<file path="config.mk">
export PLATFORM = sky130hd
export DESIGN_NAME = adc_par_seq
export DESIGN_NICKNAME = d
export VERILOG_FILES = /design/src/rtl/adc_seq_pkg.sv /design/src/rtl/adc_strobe_dec.sv /design/src/rtl/adc_conv_timer.sv /design/src/rtl/adc_sar_core.sv /design/src/rtl/adc_par_seq.sv
export SDC_FILE = /design/constraint.sdc
export NUM_CORES = 1
export LEC_CHECK = 0
export BUFFER_PORTS_ARGS = -buffer_cell sky130_fd_sc_hd__buf_2
export CAP_MARGIN = 20
export CELL_PAD_IN_SITES_DETAIL_PLACEMENT = 0
export CELL_PAD_IN_SITES_GLOBAL_PLACEMENT = 1
export CORE_MARGIN = 3
export CORE_UTILIZATION = 30
export DETAILED_ROUTE_END_ITERATION = 6
export HOLD_SLACK_MARGIN = 0.15
export PLACE_DENSITY = 0.7
export RECOVER_POWER = 50
export SYNTH_ARGS = -nofsm -noshare
export SYNTH_HDL_FRONTEND = slang
export SYNTH_HIERARCHICAL = 1
export SYNTH_SLANG_ARGS = --single-unit
</file>
<file path="constraint.sdc">
create_clock -name clk -period 4.6 [get_ports clk]
set_clock_uncertainty 0.2 [all_clocks]
set_input_delay 0.46 -clock clk [delete_from_list [all_inputs] [get_ports clk]]
set_output_delay 0.46 -clock clk [all_outputs]
set_load 0.005 [all_outputs]
</file>
<file path="src/rtl/adc_seq_pkg.sv">
package adc_seq_pkg;

  typedef enum logic [1:0] {
    PH_IDLE = 2'd0,
    PH_ACQ  = 2'd1,
    PH_SAR  = 2'd2,
    PH_FIN  = 2'd3
  } conv_phase_e;

  // bit position decided in a given step count of the conversion
  function automatic int sar_pos(input int step, input int acq, input int dw);
    return dw - 1 - (step - acq);
  endfunction

  // phase for a given step count, when active
  function automatic conv_phase_e phase_of(input bit active, input int step,
                                           input int acq, input int dw);
    if (!active)          return PH_IDLE;
    if (step < acq)       return PH_ACQ;
    if (step < acq + dw)  return PH_SAR;
    return PH_FIN;
  endfunction

endpackage

</file>
<file path="src/rtl/adc_strobe_dec.sv">
module adc_strobe_dec #(
  parameter int ADDR_W = 2
) (
  input  logic              clk,
  input  logic              rst_n,
  input  logic              cs_n,
  input  logic              wr_n,
  input  logic              rd_n,
  input  logic [ADDR_W-1:0] addr,
  input  logic              cap_allow,
  output logic              start_req,
  output logic [ADDR_W-1:0] chan
);

  logic wr_q, rd_q, both_lo_q;
  logic both_lo, wr_rise, rd_rise, cap_evt;

  assign both_lo   = ~cs_n & ~wr_n;
  assign start_req = both_lo & ~both_lo_q;
  assign wr_rise   = ~wr_q & wr_n;
  assign rd_rise   = ~rd_q & rd_n;
  assign cap_evt   = (wr_rise | rd_rise) & ~cs_n & cap_allow;

  always_ff @(posedge clk or negedge rst_n) begin
    if (!rst_n) begin
      wr_q      <= 1'b1;
      rd_q      <= 1'b1;
      both_lo_q <= 1'b0;
      chan      <= '0;
    end else begin
      wr_q      <= wr_n;
      rd_q      <= rd_n;
      both_lo_q <= both_lo;
      if (cap_evt) chan <= addr;
    end
  end

endmodule

</file>
<file path="src/rtl/adc_conv_timer.sv">
module adc_conv_timer
  import adc_seq_pkg::*;
#(
  parameter int ACQ_CYC = 2,
  parameter int DATA_W  = 12,
  parameter int FIN_CYC = 2,
  localparam int TOTAL  = ACQ_CYC + DATA_W + FIN_CYC,
  localparam int CNT_W  = $clog2(TOTAL),
  localparam int IDX_W  = $clog2(DATA_W)
) (
  input  logic             clk,
  input  logic             rst_n,
  input  logic             start,
  output logic             active,
  output conv_phase_e      phase,
  output logic [IDX_W-1:0] bit_idx,
  output logic             done
);

  logic [CNT_W-1:0] step;

  always_ff @(posedge clk or negedge rst_n) begin
    if (!rst_n) begin
      active <= 1'b0;
      step   <= '0;
    end else if (!active) begin
      if (start) begin
        active <= 1'b1;
        step   <= '0;
      end
    end else if (done) begin
      active <= 1'b0;
      step   <= '0;
    end else begin
      step <= step + 1'b1;
    end
  end

  assign done    = active && (int'(step) == TOTAL - 1);
  assign phase   = phase_of(active, int'(step), ACQ_CYC, DATA_W);
  assign bit_idx = IDX_W'(sar_pos(int'(step), ACQ_CYC, DATA_W));

endmodule

</file>
<file path="src/rtl/adc_sar_core.sv">
module adc_sar_core #(
  parameter int DATA_W = 12,
  localparam int IDX_W = $clog2(DATA_W)
) (
  input  logic              clk,
  input  logic              rst_n,
  input  logic              clear,
  input  logic              step_en,
  input  logic [IDX_W-1:0]  bit_idx,
  input  logic              cmp_hi,
  input  logic              load,
  output logic [DATA_W-1:0] trial,
  output logic [DATA_W-1:0] result,
  output logic              have_result
);

  logic [DATA_W-1:0] acc;

  function automatic logic [DATA_W-1:0] with_bit(input logic [DATA_W-1:0] v,
                                                 input logic [IDX_W-1:0] i);
    logic [DATA_W-1:0] r;
    r    = v;
    r[i] = 1'b1;
    return r;
  endfunction

  assign trial = step_en ? with_bit(acc, bit_idx) : acc;

  always_ff @(posedge clk or negedge rst_n) begin
    if (!rst_n) begin
      acc         <= '0;
      result      <= '0;
      have_result <= 1'b0;
    end else begin
      if (clear)                 acc <= '0;
      else if (step_en && cmp_hi) acc <= trial;
      if (load) begin
        result      <= acc;
        have_result <= 1'b1;
      end
    end
  end

endmodule

</file>
<file path="src/rtl/adc_par_seq.sv">
module adc_par_seq
  import adc_seq_pkg::*;
#(
  parameter int DATA_W  = 12,
  parameter int ADDR_W  = 2,
  parameter int ACQ_CYC = 2,
  parameter int FIN_CYC = 2,
  localparam int TOTAL  = ACQ_CYC + DATA_W + FIN_CYC,
  localparam int IDX_W  = $clog2(DATA_W)
) (
  input  logic              clk,
  input  logic              rst_n,
  input  logic              cs_n,
  input  logic              wr_n,
  input  logic              rd_n,
  input  logic [ADDR_W-1:0] addr,
  input  logic              cmp_hi,
  output logic [ADDR_W-1:0] chan,
  output logic [DATA_W-1:0] trial,
  output logic              busy_n,
  output logic [DATA_W-1:0] dout,
  output logic              dout_oe
);

  logic             start_req, start_evt, active, done, conv_late, have_result;
  conv_phase_e      phase;
  logic [IDX_W-1:0] bit_idx;

  assign start_evt = start_req & ~active;
  assign conv_late = (phase == PH_SAR) || (phase == PH_FIN);

  adc_strobe_dec #(.ADDR_W(ADDR_W)) u_dec (
    .clk       (clk),
    .rst_n     (rst_n),
    .cs_n      (cs_n),
    .wr_n      (wr_n),
    .rd_n      (rd_n),
    .addr      (addr),
    .cap_allow (~conv_late),
    .start_req (start_req),
    .chan      (chan)
  );

  adc_conv_timer #(.ACQ_CYC(ACQ_CYC), .DATA_W(DATA_W), .FIN_CYC(FIN_CYC)) u_tmr (
    .clk     (clk),
    .rst_n   (rst_n),
    .start   (start_evt),
    .active  (active),
    .phase   (phase),
    .bit_idx (bit_idx),
    .done    (done)
  );

  adc_sar_core #(.DATA_W(DATA_W)) u_sar (
    .clk         (clk),
    .rst_n       (rst_n),
    .clear       (start_evt),
    .step_en     (phase == PH_SAR),
    .bit_idx     (bit_idx),
    .cmp_hi      (cmp_hi),
    .load        (done),
    .trial       (trial),
    .result      (dout),
    .have_result (have_result)
  );

  assign busy_n  = ~active;
  assign dout_oe = have_result & ~active & ~cs_n & ~rd_n;

endmodule

</file>
==> impl_results.md <==
* Run status: complete, but fails checks
* Violations in the final reports: capacitance limit, slew limit
* Async set-reset flop share out of synthesis at 100%
* Area delta synth->final at 19.4%
* Slew at the pin with the worst max-slew slack at 1.85 ns
* Pin count of the biggest net entering global routing at 36
* Setup TNS at 0 ns
* Least setup slack across all paths after layout at 1.84 ns
* Ordered list of cells on the worst path: or3_1, and2_1, nor2b_1, nor3b_2, a31o_1, buf_2
* Antenna-violating nets left at 0
* Area fraction in compound gates after synthesis at 17.8%
* Rows at 26
* Slowest cell on crit path: sky130_fd_sc_hd__dfrtp_1
* Synthesis-stage register bit count at 35
* Via count normalized by instance count at approximately 4.7
* Synth top area cells: sky130_fd_sc_hd__dfrtp_1, sky130_fd_sc_hd__o32ai_2, sky130_fd_sc_hd__mux2_1
* Area share of fa/ha/maj cells after synthesis at 2.19%
* Kind of end point of the critical path: primary output
* Critical path fanouts, max at 13
* Largest family of logic cells by synthesized area: compound AO/OA/AOI/OAI gates
* Vertical die dimension at approximately 80 microns
* Top FF cell, synth: sky130_fd_sc_hd__dfrtp_1
* Setup bufs post-CTS at 0
* Area occupied by registers at 878 sq um
* Post-route insts no fill at 254
* Post-detailed-route wirelength per cell at 13.8 microns
* Share of layout cells above drive strength 1 at 27.2%
* Yosys warning total at 6
* Number of CTS-inserted buffers at 5
* Final number of setup-violating endpoints at 0
* Min-delay worst type: in -> reg
* Top delay family on crit path: simple AND/OR/NAND/NOR gates
* DPL Wire Length at 2550 microns
* Final wirelength at 3500 microns
* Final max-slew violation count at 36
* Antenna diode count at 0
* Longest Clk Path Bufs at 2
* Worst Path Buf+Inv at 1
* Total of buffers placed on input and output ports at 35
* Number of antenna violations at the first check in global routing at 0
* Skew-Pair Late Insertion Delay at about 0.28 ns
* Routed vias at between 1000 and 1500
* Data arrival at the endpoint of the critical path at 2.10 ns
* Clock root cell: sky130_fd_sc_hd__clkbuf_8
* Pwr/cell area at 668 nW/um^2
* Routability congestion estimate from global placement at between 0.6 and 0.7
* Post-synthesis sequential area ratio at 51.2%
* Final period demand of the worst path at approximately 2.8 ns
* Starting density of the core at 32.4%
* Startpoint type of the worst setup path: flip-flop
* Worst-case hold slack at ~0.18 ns
* Top cell type's share of synthesized area at 48.1%
* Final number of hold-violating endpoints at 0
* Net count reported at finish at 195
* Simple-gate share of the synthesized area at between 10% and 20%
* Post-Syn Area per Cell at 11.9 sq um
* Clock sink count at 35
* Pre-CTS setup slack at roughly 2.1 ns
* Die area at 6660 sq um
* Tightest slew margin relative to the limit at -23.2%
* Share of the clock period used by the worst path after layout at 60.0%
* Fmax at between 300 and 400 MHz
* Cells after DPL at 244
* Max_cap viols at 1
* Overflow after GRT at 0
* Mapped Area at between 1500 and 2000 sq um
* Global-route wire length before repair at 5690 microns
* Number of flops mapped to enable cells by yosys at 0
* CP required at 3.94 ns
* Yosys cell types at 37
* Cell accounting for the most synthesized area: sky130_fd_sc_hd__dfrtp_1
* DRC violations left at 0
* Post-Syn Nets at 155
* Overall track demand over capacity in global routing at between 10% and 20%
* Drt first pass iters at 4
* Gate count of the mapped netlist at 144
* Peak per-stage delay on the critical path at 0.60 ns
* Width of the chip at 81.6 microns
* Io pins at 36
* Clock transition time at the flip-flop clock pins of the worst setup and hold paths at roughly 0.07 ns
* Leak Pwr at 0.953 nW
* Post-synthesis xor/xnor area fraction at less than 1%
* Path type of the worst setup path: reg -> out
* RSZ-0062 raised after global routing: false
* Core area at 5300 sq um
* Total area of multi-input combinational cells at 719 sq um
* Mux cell area share after synthesis at a little under a tenth
* Number of global-route vias before repair at 1139
* H-tree depth at 2
* Max VDD drop at 0.171 mV
* Fill cells at 537
* Detailed Route Iter0 Violations at 61
* Clock tree from TritonCTS: yes
-- worst register-to-register path, cell delays in order (launching register included) --
cell	delay, ns
sky130_fd_sc_hd__dfrtp_1	0.60
sky130_fd_sc_hd__ha_1	0.28
sky130_fd_sc_hd__nand3_1	0.12
sky130_fd_sc_hd__nor2_1	0.56
sky130_fd_sc_hd__buf_4	0.30
sky130_fd_sc_hd__mux2_1	0.33
-- synth_stat cells (2+ instances only) --
cell type	number
sky130_fd_sc_hd__nand2_1	3
sky130_fd_sc_hd__nand2b_1	5
sky130_fd_sc_hd__a31o_1	4
sky130_fd_sc_hd__o21ai_1	8
sky130_fd_sc_hd__ha_1	3
sky130_fd_sc_hd__dfrtp_1	33
sky130_fd_sc_hd__dfstp_2	2
sky130_fd_sc_hd__o32ai_1	2
sky130_fd_sc_hd__mux2_1	14
sky130_fd_sc_hd__a21oi_1	4
sky130_fd_sc_hd__inv_1	20
sky130_fd_sc_hd__nand3_1	4
sky130_fd_sc_hd__nor2_1	4
sky130_fd_sc_hd__o32ai_2	10
sky130_fd_sc_hd__buf_2	4
sky130_fd_sc_hd__nand3b_1	3
-- where the power goes --
group / leakage [nW] / switching, mW / total [mW] / internal, mW
logic: 0.459 / 0.347 / 0.614 / 0.267
clock network: 0.0470 / 0.106 / 0.224 / 0.117
registers: 0.447 / 0.102 / 0.530 / 0.428
total: 0.953 / 0.555 / 1.37 / 0.812
-- registers in the layout, indices dropped and copies added, names as in the netlist --
name               count
u_tmr/active           1
u_dec/both_lo_q        1
u_dec/rd_q             1
u_dec/chan             2
u_sar/have_result      1
u_dec/wr_q             1
u_sar/acc             12
u_tmr/step             4
u_sar/result          12
-- logic make-up (layout without fill, tap and decap cells) --
logic type / after synthesis / count (layout)
flip-flops: 35 / 35
buffers and inverters: 27 / 67
XOR/XNOR: 1 / 1
multiplexers: 14 / 14
AND/OR/NAND/NOR: 32 / 32
AO/OA/AOI/OAI: 32 / 32
adder cells (fa/ha/maj): 3 / 3
-- path summary, 6_finish.rpt --
kind,depth (start not counted),slack [ns],endpoint,from
max in group asynchronous,2,2.12,u_dec/both_lo_q,rst_n
setup / recovery,6,1.84,trial[3],u_tmr/step[1]
hold reg to reg,1,0.27,u_sar/have_result,u_sar/have_result
setup reg to reg,5,2.09,u_sar/result[4],u_tmr/step[1]
min in group asynchronous,2,1.03,u_sar/result[6],rst_n
hold / removal,2,0.18,u_dec/both_lo_q,cs_n
-- per-layer routing --
layer	share of wire, %	track usage (%)
met1	48	14.5
met2	46	18.1
met3	3.9	3.07
met4	2.1	5.48
met5	0	0
-- through the flow --
stage	cell area (sq um)	util, %	total power [mW]
4_1_cts	2060	38.9	1.40
2_1_floorplan	1720	-	0.971
6_report	2050	38.6	1.37
3_3_place_gp	1950	36.7	1.16
5_1_grt	2050	38.6	1.48
3_5_place_dp	1950	36.7	1.17
-- area by class of cell --
cell class	instances	area share (%)
Inverter	21	3.85
Sequential cell	35	42.9
Clock buffer	6	4.03
Tap cell	70	4.28
Clock inverter	1	0.244
Timing Repair Buffer	39	9.59
Multi-Input combinational cell	82	35.1
-- cells in the final DEF (no fill, tap or decap), types with 2 or more instances in the layout --
cell type,netlist,routed
sky130_fd_sc_hd__nand3b_1,3,3
sky130_fd_sc_hd__ha_1,3,3
sky130_fd_sc_hd__nand3_1,4,4
sky130_fd_sc_hd__dfrtp_1,33,33
sky130_fd_sc_hd__nor2_1,4,4
sky130_fd_sc_hd__mux2_1,14,14
sky130_fd_sc_hd__o32ai_1,2,2
sky130_fd_sc_hd__a31o_1,4,4
sky130_fd_sc_hd__o21ai_1,8,8
sky130_fd_sc_hd__clkbuf_8,0,6
sky130_fd_sc_hd__a21oi_1,4,4
sky130_fd_sc_hd__nand2b_1,5,5
sky130_fd_sc_hd__dlygate4sd3_1,0,3
sky130_fd_sc_hd__inv_1,20,20
sky130_fd_sc_hd__buf_2,4,22
sky130_fd_sc_hd__o32ai_2,10,10
sky130_fd_sc_hd__nand2_1,3,3
sky130_fd_sc_hd__clkbuf_1,0,13
sky130_fd_sc_hd__dfstp_2,2,2
-- repair_timing --
item	CTS	global route
hold buffers	3	0
gates resized for setup	0	0
endpoints found under the hold margin	35	0
(Power assumes the default switching activity.)
